### config.mk
export PLATFORM = sky130hd
export DESIGN_NAME = xlat_cache
export DESIGN_NICKNAME = d
export VERILOG_FILES = /design/src/rtl/xlat_pkg.sv /design/src/rtl/xlat_tag_match.sv /design/src/rtl/xlat_perm.sv /design/src/rtl/xlat_victim.sv /design/src/rtl/xlat_cache.sv
export SDC_FILE = /design/constraint.sdc
export NUM_CORES = 1
export LEC_CHECK = 0
export BUFFER_PORTS_ARGS = -buffer_cell sky130_fd_sc_hd__buf_2
export CAP_MARGIN = 20
export CORE_AREA = 3 3 190 192
export CTS_CLUSTER_SIZE = 14
export DETAILED_ROUTE_END_ITERATION = 12
export DIE_AREA = 0 0 193 195
export PLACE_DENSITY_LB_ADDON = 0.2
export SLEW_MARGIN = 20
export SYNTH_ARGS = -nofsm -noshare
export SYNTH_HDL_FRONTEND = slang
export SYNTH_SLANG_ARGS = --single-unit
### constraint.sdc
create_clock -name clk -period 3.13 [get_ports clk]
set_input_delay 0 -clock clk [delete_from_list [all_inputs] [get_ports clk]]
set_output_delay 0 -clock clk [all_outputs]
set_load 0.01 [all_outputs]
### src/rtl/xlat_pkg.sv
package xlat_pkg;
   // Entry bit positions decoded by the access check and output mux
   localparam int unsigned OFS_W   = 12;
   localparam int unsigned BIT_WR  = 1;
   localparam int unsigned BIT_USR = 2;
   localparam int unsigned BIT_NC  = 6;

   typedef struct packed {
      logic nocache;
      logic user_ok;
      logic writable;
   } pg_attr_t;
endpackage

### src/rtl/xlat_tag_match.sv
module xlat_tag_match #(
   parameter int unsigned N = 8,
   parameter int unsigned W = 20
) (
   input  logic [N-1:0]        vld,
   input  logic [N-1:0][W-1:0] tags,
   input  logic [W-1:0]        key,
   output logic [N-1:0]        hit
);
   for (genvar i = 0; i < N; i++) begin : g_cmp
      assign hit[i] = vld[i] && (tags[i] == key);
   end
endmodule

### src/rtl/xlat_perm.sv
module xlat_perm
   import xlat_pkg::*;
(
   input  pg_attr_t attr,
   input  logic     user,
   input  logic     write,
   output logic     fault
);
   always_comb begin
      if (user) fault = !attr.user_ok || (write && !attr.writable);
      else      fault = write && !attr.user_ok && !attr.writable;
   end
endmodule

### src/rtl/xlat_victim.sv
module xlat_victim #(
   parameter int unsigned N = 8,
   localparam int unsigned IW = (N > 1) ? $clog2(N) : 1
) (
   input  logic          clk,
   input  logic          rst_n,
   input  logic          clear,
   input  logic          advance,
   output logic [IW-1:0] idx
);
   localparam logic [IW-1:0] LAST = IW'(N - 1);

   always_ff @(posedge clk or negedge rst_n) begin
      if (!rst_n)       idx <= '0;
      else if (clear)   idx <= '0;
      else if (advance) idx <= (idx == LAST) ? '0 : idx + 1'b1;
   end
endmodule

### src/rtl/xlat_cache.sv
module xlat_cache
   import xlat_pkg::*;
#(
   parameter int unsigned ENTRIES = 8,
   parameter int unsigned VPN_W   = 20,
   parameter int unsigned PPN_W   = 20,
   localparam int unsigned PTE_W  = PPN_W + OFS_W,
   localparam int unsigned IW     = (ENTRIES > 1) ? $clog2(ENTRIES) : 1
) (
   input  logic             clk,
   input  logic             rst_n,
   input  logic             req_valid,
   input  logic [VPN_W-1:0] req_vpn,
   input  logic             req_write,
   input  logic             req_user,
   output logic             rsp_hit,
   output logic [PPN_W-1:0] rsp_ppn,
   output logic             rsp_nocache,
   output logic             rsp_fault,
   output logic             walk_req,
   output logic [VPN_W-1:0] walk_vpn,
   input  logic             walk_done,
   input  logic [PTE_W-1:0] walk_pte,
   input  logic             base_wr,
   input  logic             pg_inv,
   input  logic [VPN_W-1:0] pg_inv_vpn
);
   if (ENTRIES < 2) begin : g_bad_entries
      $error("xlat_cache: ENTRIES must be at least 2");
   end
   if (VPN_W < 1 || PPN_W < 1) begin : g_bad_width
      $error("xlat_cache: page number widths must be positive");
   end

   logic [ENTRIES-1:0]             vld_q;
   logic [ENTRIES-1:0][VPN_W-1:0]  tag_q;
   logic [ENTRIES-1:0][PPN_W-1:0]  ppn_q;
   pg_attr_t [ENTRIES-1:0]         attr_q;

   logic [ENTRIES-1:0] hit_vec, inv_vec;
   logic               hit_any;
   logic [PPN_W-1:0]   hit_ppn;
   pg_attr_t           hit_attr;
   logic               pend_q, drop_q;
   logic [VPN_W-1:0]   vpn_q;
   logic [IW-1:0]      vict;
   logic               start, kill, fill_ok;
   pg_attr_t           new_attr;

   xlat_tag_match #(.N(ENTRIES), .W(VPN_W)) u_look (
      .vld(vld_q), .tags(tag_q), .key(req_vpn), .hit(hit_vec));

   xlat_tag_match #(.N(ENTRIES), .W(VPN_W)) u_inv (
      .vld(vld_q), .tags(tag_q), .key(pg_inv_vpn), .hit(inv_vec));

   always_comb begin
      hit_ppn  = '0;
      hit_attr = '0;
      for (int i = 0; i < ENTRIES; i++) begin
         if (hit_vec[i]) begin
            hit_ppn  = hit_ppn | ppn_q[i];
            hit_attr = hit_attr | attr_q[i];
         end
      end
   end

   assign hit_any     = |hit_vec;
   assign rsp_hit     = req_valid && hit_any;
   assign rsp_ppn     = hit_ppn;
   assign rsp_nocache = hit_attr.nocache;

   xlat_perm u_perm (
      .attr(hit_attr), .user(req_user), .write(req_write), .fault(rsp_fault));

   assign start    = req_valid && !hit_any && !pend_q;
   assign kill     = base_wr || pg_inv;
   assign fill_ok  = pend_q && walk_done && !drop_q && !kill;
   assign walk_req = pend_q;
   assign walk_vpn = vpn_q;

   assign new_attr.nocache  = walk_pte[BIT_NC];
   assign new_attr.user_ok  = walk_pte[BIT_USR];
   assign new_attr.writable = walk_pte[BIT_WR];

   always_ff @(posedge clk or negedge rst_n) begin
      if (!rst_n) begin
         pend_q <= 1'b0;
         drop_q <= 1'b0;
         vpn_q  <= '0;
      end else begin
         if (start) begin
            pend_q <= 1'b1;
            drop_q <= 1'b0;
            vpn_q  <= req_vpn;
         end else if (pend_q && walk_done) begin
            pend_q <= 1'b0;
            drop_q <= 1'b0;
         end else if (pend_q && kill) begin
            drop_q <= 1'b1;
         end
      end
   end

   xlat_victim #(.N(ENTRIES)) u_vict (
      .clk(clk), .rst_n(rst_n), .clear(base_wr), .advance(fill_ok), .idx(vict));

   always_ff @(posedge clk or negedge rst_n) begin
      if (!rst_n) begin
         vld_q  <= '0;
         tag_q  <= '0;
         ppn_q  <= '0;
         attr_q <= '0;
      end else begin
         for (int i = 0; i < ENTRIES; i++) begin
            if (base_wr) begin
               vld_q[i] <= 1'b0;
            end else if (pg_inv && inv_vec[i]) begin
               vld_q[i] <= 1'b0;
            end else if (fill_ok && (vict == IW'(i))) begin
               vld_q[i]  <= 1'b1;
               tag_q[i]  <= vpn_q;
               ppn_q[i]  <= walk_pte[PTE_W-1:OFS_W];
               attr_q[i] <= new_attr;
            end
         end
      end
   end
endmodule

==> flow_metrics.py, run 1 <==
metrics = {
    "run_status": {
        "status": "finished, final reports clean",
    },
    "clocking": {
        "clk_pin_slew_ns": 0.06,
        "cts_tree": "yes",
        "clockRootBuffer": "clkbuf_16",
        "cts_buffer_depth": 3,
        "cts_sinks": 377,
        "cts_buffers": 42,
        "clkLatencyLatePin_ns": 0.56,
        "h-tree-depth": 2,
    },
    "cells_and_area": {
        "nFillCells": 2751,
        "nets": 1669,
        "antennaDiodeCount": 0,
        "syn2layout_area_growth_pct": 15.89,
        "final_util": 0.6322,
        "multi_input_area_um2": 8969,
        "fin_area_um2": 21840,
        "seq_area_um2": 9434,
        "drive_gt1_frac": 0.3734,
    },
    "global_route": {
        "grt.overflow.total": 0,
        "grtUsageMet2": 0.4524,
        "grt_usage": 0.3065,
        "grtUsageMet1": 0.4534,
        "antenna_found_initial": 1,
        "grt_pass1_wl_um": 85460,
        "grt_pass1_vias": 13170,
        "grt_max_degree": 98,
        "busiest_layer": "met1",
        "grt_use_met3": 0.06948,
    },
    "timing": {
        "final.setup.tns_ns": 0,
        "finalCritPeriodShare": 0.9886,
        "setup_viol": 0,
        "hold_violations": 0,
        "rsz0062_at_grt": "true",
        "skew_ns": 0.02210,
        "worstMarginPinSlew_ns": 0.8200,
        "maxSlewViolCount": 0,
        "max_freq_ghz": 0.3232,
        "final.min_clock_period_ns": 3.094,
        "slew_headroom": 0.4533,
    },
    "routing": {
        "drt_first_pass_iters": 5,
        "finalWirelength_um": 57240,
        "drcViolationCount": 0,
        "drt-initial-drc-count": 1137,
        "route.antenna.remaining_nets": 0,
        "avgRoutedWirePerCell_um": 27.65,
        "vias": 12900,
        "routed_via_density": 6.230,
    },
    "synthesis": {
        "netlist_area_um2": 18840,
        "ys_seq_area_frac": 0.5006,
        "syn_nets": 1537,
        "yosys_warnings": 0,
        "syn-instance-count": 1451,
        "synth_area_per_cell_um2": 12.99,
        "ys_ff_latch": 377,
        "synth_cell_types": 40,
    },
    "placed_design": {
        "io_buffers": 114,
        "gp_congestion": 0.9428,
        "dpl.hpwl_um": 37640,
        "place_area_um2": 19990,
    },
    "floorplan": {
        "initial_core_util": 0.5455,
        "num_rows": 68,
        "die_w_um": 193,
        "core_um2": 34540,
        "die_height_um": 195,
        "ioPinCount": 124,
        "die_area_um2": 37640,
    },
    "worst_setup_path": {
        "max_stage_delay_ns": 0.62,
        "path_class": "reg2out",
        "rr_startpoint": "tag_q[156]",
        "crit_slowest_cell": "nor4_2",
        "path_cells": "xnor2_1 > nand4_1 > nor4_2 > nand3_1 > and4_1 > and4_1 > maj3_1 > buf_2",
        "crit_path_frequent_cell": "and4_1",
        "crit_path_max_fanout": 3,
        "startpoint": "tag_q[91]",
        "cp.arrival_ns": 3.09,
        "cp-start-kind": "flop",
        "end_kind": "output pin",
        "worst_ep_required_time_ns": 3.13,
    },
    "min_path": {
        "holdCritPathClass": "in2reg",
        "hp-start": "req_vpn[13]",
    },
    "job": {
        "cap_violations": 0,
    },
    "power": {
        "ir_drop_mv": 0.5331,
        "powerDensity_nw_per_um2": 584.7,
        "leakage_uw": 0.01013,
    },
}
==> cell usage after synthesis <==
cell | instances | area [um2]
buf_6 | 7 | 78.83
o2111ai_1 | 1 | 8.760
or4_4 | 2 | 22.52
xor2_1 | 83 | 727.0
nor4_1 | 36 | 225.2
nand2_1 | 5 | 18.77
mux2_2 | 346 | 3896
nor4b_4 | 1 | 23.77
a222oi_1 | 1 | 10.01
a22oi_1 | 42 | 315.3
buf_1 | 7 | 26.28
clkbuf_2 | 1 | 5.000
buf_4 | 16 | 120.1
nand4_1 | 59 | 369.1
and2_0 | 1 | 6.260
a21o_1 | 1 | 7.510
or3_1 | 2 | 12.51
or4_1 | 1 | 7.510
clkbuf_1 | 68 | 255.2
ha_1 | 6 | 75.07
xnor2_1 | 237 | 2076
nor3_1 | 8 | 40.04
a221oi_1 | 24 | 210.2
and2_1 | 3 | 18.77
nor2_1 | 4 | 15.01
nand3_1 | 42 | 210.2
o21ai_0 | 2 | 10.01
nor4_2 | 2 | 25.02
and2_4 | 1 | 8.760
o21a_1 | 2 | 15.01
mux2_4 | 10 | 150.1
a22o_1 | 23 | 201.4
mux2_1 | 8 | 90.09
maj3_1 | 1 | 10.01
a21oi_1 | 2 | 10.01
o31ai_1 | 2 | 15.01
dfrtp_1 | 377 | 9434
and4_1 | 3 | 26.28
and3_1 | 6 | 37.54
inv_1 | 8 | 30.03
==> repair_timing <==
action                                 in CTS  in global routing
resized for setup                           2                  6
hold buffers                               30                  0
endpoints found under the hold margin     292                  0
pin swaps                                   2                  1
setup endpoints to repair                  22                 17
setup buffers                               2                  0
==> cell usage in the layout, fill, tap and decap left out, types with 6 or more instances in the layout <==
cell type      instances
a221oi_1              24
a22o_1                23
a22oi_1               42
buf_12                10
buf_2                113
buf_4                 32
clkbuf_1               6
clkbuf_16             42
clkbuf_8              16
dfrtp_1              377
dlygate4sd3_1         30
ha_1                   6
inv_1                  8
mux2_1                 8
mux2_2               346
mux2_4                10
nand3_1               39
nand4_1               59
nor3_1                 7
nor4_1                32
xnor2_1              237
xor2_1                83
==> final cells by class <==
type                       instances  share of cell area
timing repair buffer             187             0.06119
inverter                           8            0.001375
clock buffer                      64             0.05924
tap                              455             0.02607
multi-input combinational        967              0.4107
sequential                       377              0.4320
clock inverter                    12            0.009453
==> per-layer routing <==
metal | share of wire | routed length [um]
met1 | 0.44 | 25280
met2 | 0.44 | 24990
met3 | 0.090 | 5155
met4 | 0.032 | 1812
met5 | 0.00021 | 12
==> final timing paths <==
check | to | slack (ns) | cells after the start
setup / recovery | rsp_fault | 0.04 | 8
hold / removal | walk_vpn[13] | 0.03 | 2
setup reg to reg | walk_vpn[9] | 0.25 | 9
hold reg to reg | attr_q[23] | 0.50 | 1
max in group asynchronous | ppn_q[91] | 2.00 | 3
min in group asynchronous | tag_q[34] | 0.11 | 2
==> worst max-delay path: cells and delay by family (launching register included) <==
| kind | cells | cell delay, ns |
|---|---|---|
| adders and majority gates | 1 | 0.34 |
| and+or+nand+nor | 5 | 1.36 |
| xor gates and xnor gates | 1 | 0.28 |
| DFF | 1 | 0.41 |
| buffers and inverters | 1 | 0.14 |
==> cells by family (layout without fill, tap and decap cells) <==
kind of cell,after synthesis,after routing,share of synthesized area
muxes,364,364,0.2195
xor gates and xnor gates,320,320,0.1487
buffers and inverters,107,271,0.02736
DFF,377,377,0.5006
AOI/OAI and AO/OA,100,100,0.04263
and+or+nand+nor,176,176,0.05664
adders and majority gates,7,7,0.004515
==> where the power goes <==
| part | leakage [uW] | internal, uW | switching [uW] |
|---|---|---|---|
| registers | 0.00512 | 5300 | 630 |
| clock network | 0.000738 | 3200 | 2030 |
| logic | 0.00426 | 806 | 799 |
| total | 0.0101 | 9310 | 3460 |
==> registers in the layout, indices dropped and copies added (netlist names) <==
name	count
attr_q	24
tag_q	160
ppn_q	160
walk_vpn	20
vld_q	8
u_vict.idx	3
walk_req	1
drop_q	1
==> metrics by stage <==
| step | power (uW) | std cells | setup slack, ns | hold WS [ns] |
|---|---|---|---|---|
| 5_1_grt | 13200 | 2070 | -0.06177 | 0.02166 |
| 3_3_place_gp | 7496 | 1962 | 0.3594 | 0.1193 |
| 3_5_place_dp | 7549 | 1962 | 0.3476 | 0.1231 |
| 6_report | 12770 | 2070 | 0.03578 | 0.02565 |
| 4_1_cts | 12810 | 2070 | 0.004729 | 0.002151 |
| 2_1_floorplan | 6761 | 1451 | 0.6211 | -0.2956 |
Note: power is estimated with default switching activity, not from simulation.
==> inputs of run 2 (changes only) <==
--- a/config.mk
+++ b/config.mk
@@ -5,13 +5,14 @@
 export SDC_FILE = /design/constraint.sdc
 export NUM_CORES = 1
 export LEC_CHECK = 0
-export BUFFER_PORTS_ARGS = -buffer_cell sky130_fd_sc_hd__buf_2
+export BUFFER_PORTS_ARGS = -buffer_cell sky130_fd_sc_hd__buf_4
 export CAP_MARGIN = 20
 export CORE_AREA = 3 3 190 192
 export CTS_CLUSTER_SIZE = 14
 export DETAILED_ROUTE_END_ITERATION = 12
 export DIE_AREA = 0 0 193 195
 export PLACE_DENSITY_LB_ADDON = 0.2
+export SETUP_SLACK_MARGIN = 0.3
 export SLEW_MARGIN = 20
 export SYNTH_ARGS = -nofsm -noshare
 export SYNTH_HDL_FRONTEND = slang
==> constraint.sdc (replaced) <==
create_clock -name clk -period 3.13 [get_ports clk]
set_input_delay 0 -clock clk [delete_from_list [all_inputs] [get_ports clk]]
set_output_delay 0 -clock clk [all_outputs]
set_load 0.05 [all_outputs]
==> run 2 against run 1 <==
Global-route usage about the same. Design area increased by 3.4%. Final cell count increased by 1.5%. Combinational power increased by 19%. Setup slack improved by 0.073 ns. Count of clock-buffer cells in the layout unchanged. Sequential power increased by 0.7%. Register-to-register slack improved by 0.05 ns. Critical path type unchanged.
==> flow_metrics.py, run 2 (same netlist as run 1, synthesis figures left out) <==
metrics = {
    "floorplan": {
        "die_w_um": 193,
        "ioPinCount": 124,
        "die_height_um": 195,
        "die_area_um2": 37640,
        "core_um2": 34540,
        "num_rows": 68,
        "initial_core_util": 0.5455,
    },
    "timing": {
        "timing.hold.ws_ns": 0.03774,
        "slew_headroom": 0.4806,
        "final.setup.tns_ns": 0,
        "max_freq_ghz": 0.3309,
        "worstMarginPinSlew_ns": 0.7791,
        "skew_ns": 0.01188,
        "maxSlewViolCount": 0,
        "hold_violations": 0,
        "rsz0062_at_grt": "true",
        "setup_viol": 0,
        "final.min_clock_period_ns": 3.022,
        "finalCritPeriodShare": 0.9654,
    },
    "clocking": {
        "cts_buffer_depth": 3,
        "h-tree-depth": 2,
        "clk_pin_slew_ns": 0.06,
        "cts_buffers": 41,
        "clkLatencyLatePin_ns": 0.54,
        "cts_sinks": 377,
        "clockRootBuffer": "clkbuf_16",
        "cts_tree": "yes",
    },
    "power": {
        "leakage_uw": 0.01041,
        "powerDensity_nw_per_um2": 557.2,
        "clockPowerShare": 0.374,
        "pwr-share-comb": 0.151,
        "swShare": 0.2886,
        "p_seq_frac": 0.475,
        "p_total_uw": 12580,
        "p_sw_uw": 3631,
        "internal_power_uw": 8952,
        "ir_drop_mv": 0.5325,
    },
    "worst_setup_path": {
        "cp-start-kind": "flop",
        "cp.arrival_ns": 3.02,
        "crit_path_max_fanout": 5,
        "end_kind": "output pin",
        "worst_ep_required_time_ns": 3.13,
        "path_class": "reg2out",
    },
    "placed_design": {
        "place_area_um2": 20230,
        "io_buffers": 114,
        "dpl.hpwl_um": 36600,
        "gp_congestion": 0.9741,
    },
    "routing": {
        "drt-initial-drc-count": 1255,
        "drcViolationCount": 0,
        "avgRoutedWirePerCell_um": 27.88,
        "finalWirelength_um": 58570,
        "vias": 13110,
        "drt_first_pass_iters": 6,
        "route.antenna.remaining_nets": 0,
        "routed_via_density": 6.241,
    },
    "job": {
        "cap_violations": 0,
    },
    "cells_and_area": {
        "drive_gt1_frac": 0.3876,
        "largest_registers": "ppn_q (160), tag_q (160), attr_q (24)",
        "final_util": 0.6537,
        "layout_commonest_cell": "dfrtp_1",
        "syn2layout_area_growth_pct": 19.83,
        "antennaDiodeCount": 0,
        "fin_area_um2": 22580,
        "final_cell_mix": "dfrtp_1 (374), mux2_2 (346), xnor2_1 (231)",
        "nFillCells": 2684,
        "nets": 1704,
    },
    "global_route": {
        "grt_pass1_wl_um": 85130,
        "grt_max_degree": 75,
        "grt_usage": 0.3069,
        "grt_pass1_vias": 13250,
        "grt.overflow.total": 0,
        "antenna_found_initial": 0,
    },
    "run_status": {
        "status": "finished, final reports clean",
    },
    "min_path": {
        "holdCritPathClass": "in2async",
    },
}
==> run 2: cell types whose count changed in the layout (fill, tap and decap cells not counted), moves of 4 or more <==
cell,change
buf_2,-113
buf_4,+100
buf_6,+25
dlygate4sd3_1,+17
a221oi_1,-8
a221oi_2,+8
xnor2_1,-6
xnor2_2,+6
bufinv_16,-4
==> run 2: path summary, 6_finish.rpt <==
kind	start	endpoint	slack (ns)	cells after the start
max reg2reg	tag_q[131]	walk_vpn[8]	0.30	11
min	rst_n	tag_q[132]	0.04	2
max in group asynchronous	rst_n	tag_q[157]	2.12	3
max	tag_q[131]	rsp_fault	0.11	10
min in group clk	pg_inv_vpn[6]	vld_q[1]	0.09	5
min reg2reg	ppn_q[126]	ppn_q[126]	0.50	1
==> run 2: power by group through the flow <==
stage	Clock (uW)	Sequential (uW)	Combinational [uW]
floorplan	0	5940	1010
global placement	0	5990	1780
detailed placement	0	6020	1800
CTS	4750	5940	1870
global route	4950	6010	2020
finish	4710	5970	1900
==> run 2: final cells by class <==
type,instances,area (um2),share of cell area
clock inverter,7,61.31,0.002715
clock buffer,64,1252,0.05547
multi-input combinational,967,9111,0.4035
tap,455,569.3,0.02521
inverter,8,30.03,0.001330
sequential,377,9438,0.4180
timing repair buffer,223,2118,0.09381
==> run 2: repair_timing <==
action / CTS / global route
resized for setup: 38 / 43
setup endpoints to repair: 37 / 24
endpoints found under the hold margin: 345 / 0
setup buffers: 11 / 3
pin swaps: 15 / 20
gates cloned: 0 / 4
hold buffers: 47 / 0
==> run 2: through the flow <==
stage / std cells / setup slack, ns
2_1_floorplan: 1451 / 0.6210
3_3_place_gp: 1965 / 0.2832
3_5_place_dp: 1965 / 0.2707
4_1_cts: 2094 / 0.2647
5_1_grt: 2101 / 0.09071
6_report: 2101 / 0.1083
==> run 2: layer usage <==
metal | part of all wire | GRT usage | vias up
met4 | 0.031 | 0.09403 | 0
met2 | 0.44 | 0.4575 | 621
met5 | 0 | 0 | -
li1 | - | - | 5540
met1 | 0.43 | 0.4472 | 6819
met3 | 0.090 | 0.07433 | 132
==> run 2: worst max-delay path, cell delays in order (launching register included) <==
cell and delay [ns]:
dfrtp_1 0.39, xor2_1 0.17, nor4_1 0.36, buf_4 0.21, nand4_1 0.15, nor4_4 0.18, buf_6 0.19, a222oi_1 0.15
and4_1 0.19, maj3_2 0.32, buf_6 0.16
==> inputs of run 3 (changes only) <==
==> constraint.sdc (replaced) <==
create_clock -name clk -period 2.75 [get_ports clk]
set_input_delay 0 -clock clk [delete_from_list [all_inputs] [get_ports clk]]
set_output_delay 0 -clock clk [all_outputs]
set_load 0.05 [all_outputs]
==> run 3 against run 2 <==
Design area up 2.1%. Die area unchanged. Critical path depth stayed put. Combinational power is 23% higher. Highest routed layer unchanged. Power up 16%. Sequential share of layout area shrank 0.86 points. Critical endpoint unchanged. Utilization rose by 1.4 points. Global-route usage rose by 1.2 points. Via count increased by 1.1%. Worst hold slack improved by 0.00069 ns. First-iteration DRC count decreased by 2.4%. Routed wire length up 1.2%. The run now ends with setup timing left.
==> flow_metrics.py, run 3 (same netlist as run 1, synthesis figures left out) <==
metrics = {
    "cells_and_area": {
        "layout_commonest_cell": "dfrtp_1",
        "syn2layout_area_growth_pct": 22.31,
        "largest_registers": "ppn_q (160), tag_q (160), attr_q (24)",
        "nets": 1741,
        "antennaDiodeCount": 0,
        "multi_input_area_um2": 9181,
        "nFillCells": 2577,
        "drive_gt1_frac": 0.4086,
        "final_cell_mix": "dfrtp_1 (376), mux2_2 (344), xnor2_1 (236)",
        "seq_area_um2": 9435,
    },
    "clocking": {
        "cts_sinks": 377,
        "clkLatencyLatePin_ns": 0.56,
        "cts_tree": "yes",
        "clockRootBuffer": "clkbuf_16",
        "h-tree-depth": 2,
        "cts_buffer_depth": 3,
        "cts_buffers": 42,
        "clk_pin_slew_ns": 0.06,
    },
    "floorplan": {
        "die_height_um": 195,
        "initial_core_util": 0.5455,
        "core_um2": 34540,
        "die_w_um": 193,
        "die_area_um2": 37640,
        "num_rows": 68,
        "ioPinCount": 124,
    },
    "min_path": {
        "min_path_cells": 5,
        "holdCritPathClass": "in2reg",
        "holdPathEnd": "vld_q[1]",
        "hp-start": "pg_inv_vpn[9]",
    },
    "timing": {
        "finalWorstSetupSlack_ns": -0.3053,
        "slew_headroom": 0.3696,
        "rsz0062_at_grt": "true",
        "max_freq_ghz": 0.3273,
        "final.min_clock_period_ns": 3.055,
        "final.setup.tns_ns": -8.272,
        "maxSlewViolCount": 0,
        "finalCritPeriodShare": 1.111,
        "skew_ns": 0.02201,
        "hold_violations": 0,
        "setup_viol": 45,
        "worstMarginPinSlew_ns": 0.9456,
        "timing.hold.ws_ns": 0.03844,
    },
    "placed_design": {
        "dp_slack_ns": -0.08461,
        "dpl.hpwl_um": 38880,
        "gp_congestion": 0.9968,
        "io_buffers": 114,
    },
    "power": {
        "powerDensity_nw_per_um2": 634.5,
        "leakage_uw": 0.01068,
        "p_total_uw": 14620,
        "ir_drop_mv": 0.5507,
    },
    "global_route": {
        "grt_usage": 0.3189,
        "grt_max_degree": 106,
        "grt_pass1_wl_um": 88660,
        "grt_pass1_vias": 13520,
        "grt.overflow.total": 0,
        "antenna_found_initial": 0,
    },
    "routing": {
        "routed_via_density": 6.199,
        "drt_first_pass_iters": 5,
        "drcViolationCount": 0,
        "vias": 13260,
        "drt-initial-drc-count": 1225,
        "avgRoutedWirePerCell_um": 27.71,
        "route.antenna.remaining_nets": 0,
        "finalWirelength_um": 59280,
    },
    "worst_setup_path": {
        "max_stage_delay_ns": 0.41,
        "crit_path_max_fanout": 4,
        "reg2regPathDepth": 14,
        "rr_endpoint": "walk_vpn[12]",
        "cp-start-kind": "flop",
        "rr_startpoint": "tag_q[138]",
        "cp.arrival_ns": 3.06,
        "path_class": "reg2out",
        "end_kind": "output pin",
        "path_cells": "xor2_1 > nor4_2 > buf_4 > nand4_1 > nor4_4 > buf_6 > a222oi_1 > and4_1 > maj3_2 > buf_6",
        "startpoint": "tag_q[138]",
        "crit_slowest_cell": "nor4_2",
        "worst_ep_required_time_ns": 2.75,
        "r2r_slack_ns": -0.24,
        "crit_path_frequent_cell": "buf_6",
    },
    "run_status": {
        "status": "finished with violations",
        "failed_checks": "setup timing",
    },
    "job": {
        "cap_violations": 0,
    },
}
==> run 3: cell count changes in the layout (fill, tap and decap cells not counted), sizes merged <==
cell / before / now
clkbuf: 68 / 62
buf: 172 / 212
clkinvlp: 0 / 1
bufinv: 0 / 1
clkinv: 6 / 9
inv: 9 / 8
==> run 3: where the power goes <==
| group | total (uW) | internal [uW] | switching, uW | leakage (uW) |
|---|---|---|---|---|
| Clock | 5520 | 3230 | 2290 | 0.000668 |
| Combinational | 2340 | 1120 | 1220 | 0.00489 |
| Sequential | 6760 | 6040 | 726 | 0.00512 |
| Total | 14600 | 10400 | 4230 | 0.0107 |
==> run 3: stage by stage <==
| stage | utilization | cells | cell area (um2) |
|---|---|---|---|
| floorplan | - | 1451 | 18870 |
| global placement | 0.5950 | 1995 | 20550 |
| detailed placement | 0.5950 | 1995 | 20550 |
| CTS | 0.6626 | 2130 | 22890 |
| global route | 0.6672 | 2139 | 23050 |
| finish | 0.6672 | 2139 | 23050 |
==> run 3: per-layer routing <==
metal,track usage,vias to the layer above,share of wire
met5,0,-,0
met2,0.4693,598,0.44
met1,0.4687,6944,0.43
met4,0.1031,0,0.034
li1,-,5604,-
met3,0.07576,114,0.090
==> run 3: cell type report <==
| type | count | share of cell area |
|---|---|---|
| multi-input combinational | 967 | 0.3983 |
| clock buffer | 62 | 0.05412 |
| tap | 455 | 0.02470 |
| clock inverter | 11 | 0.004560 |
| inverter | 8 | 0.001303 |
| timing repair buffer | 259 | 0.1076 |
| sequential | 377 | 0.4094 |
==> run 3: worst max-delay path by stage <==
stage,endpoint
floorplan,walk_vpn[10]
global placement,rsp_fault
detailed placement,rsp_fault
CTS,rsp_fault
global route,rsp_fault
finish,rsp_fault
==> run 3: what timing repair did <==
item	in CTS	in global routing
endpoints found under the hold margin	312	0
hold buffers	47	0
pin swaps	25	17
setup buffers	12	9
setup endpoints to repair	45	45
cloned	3	0
gates resized for setup	76	17
==> run 3: worst max-delay path: cells and delay by family, from the launching register on <==
family / cells / cell delay (ns)
simple gates: 4 / 0.97
buf+inv: 3 / 0.55
compound gates: 1 / 0.12
fa+ha+maj: 1 / 0.34
xor+xnor: 1 / 0.15
flops: 1 / 0.39
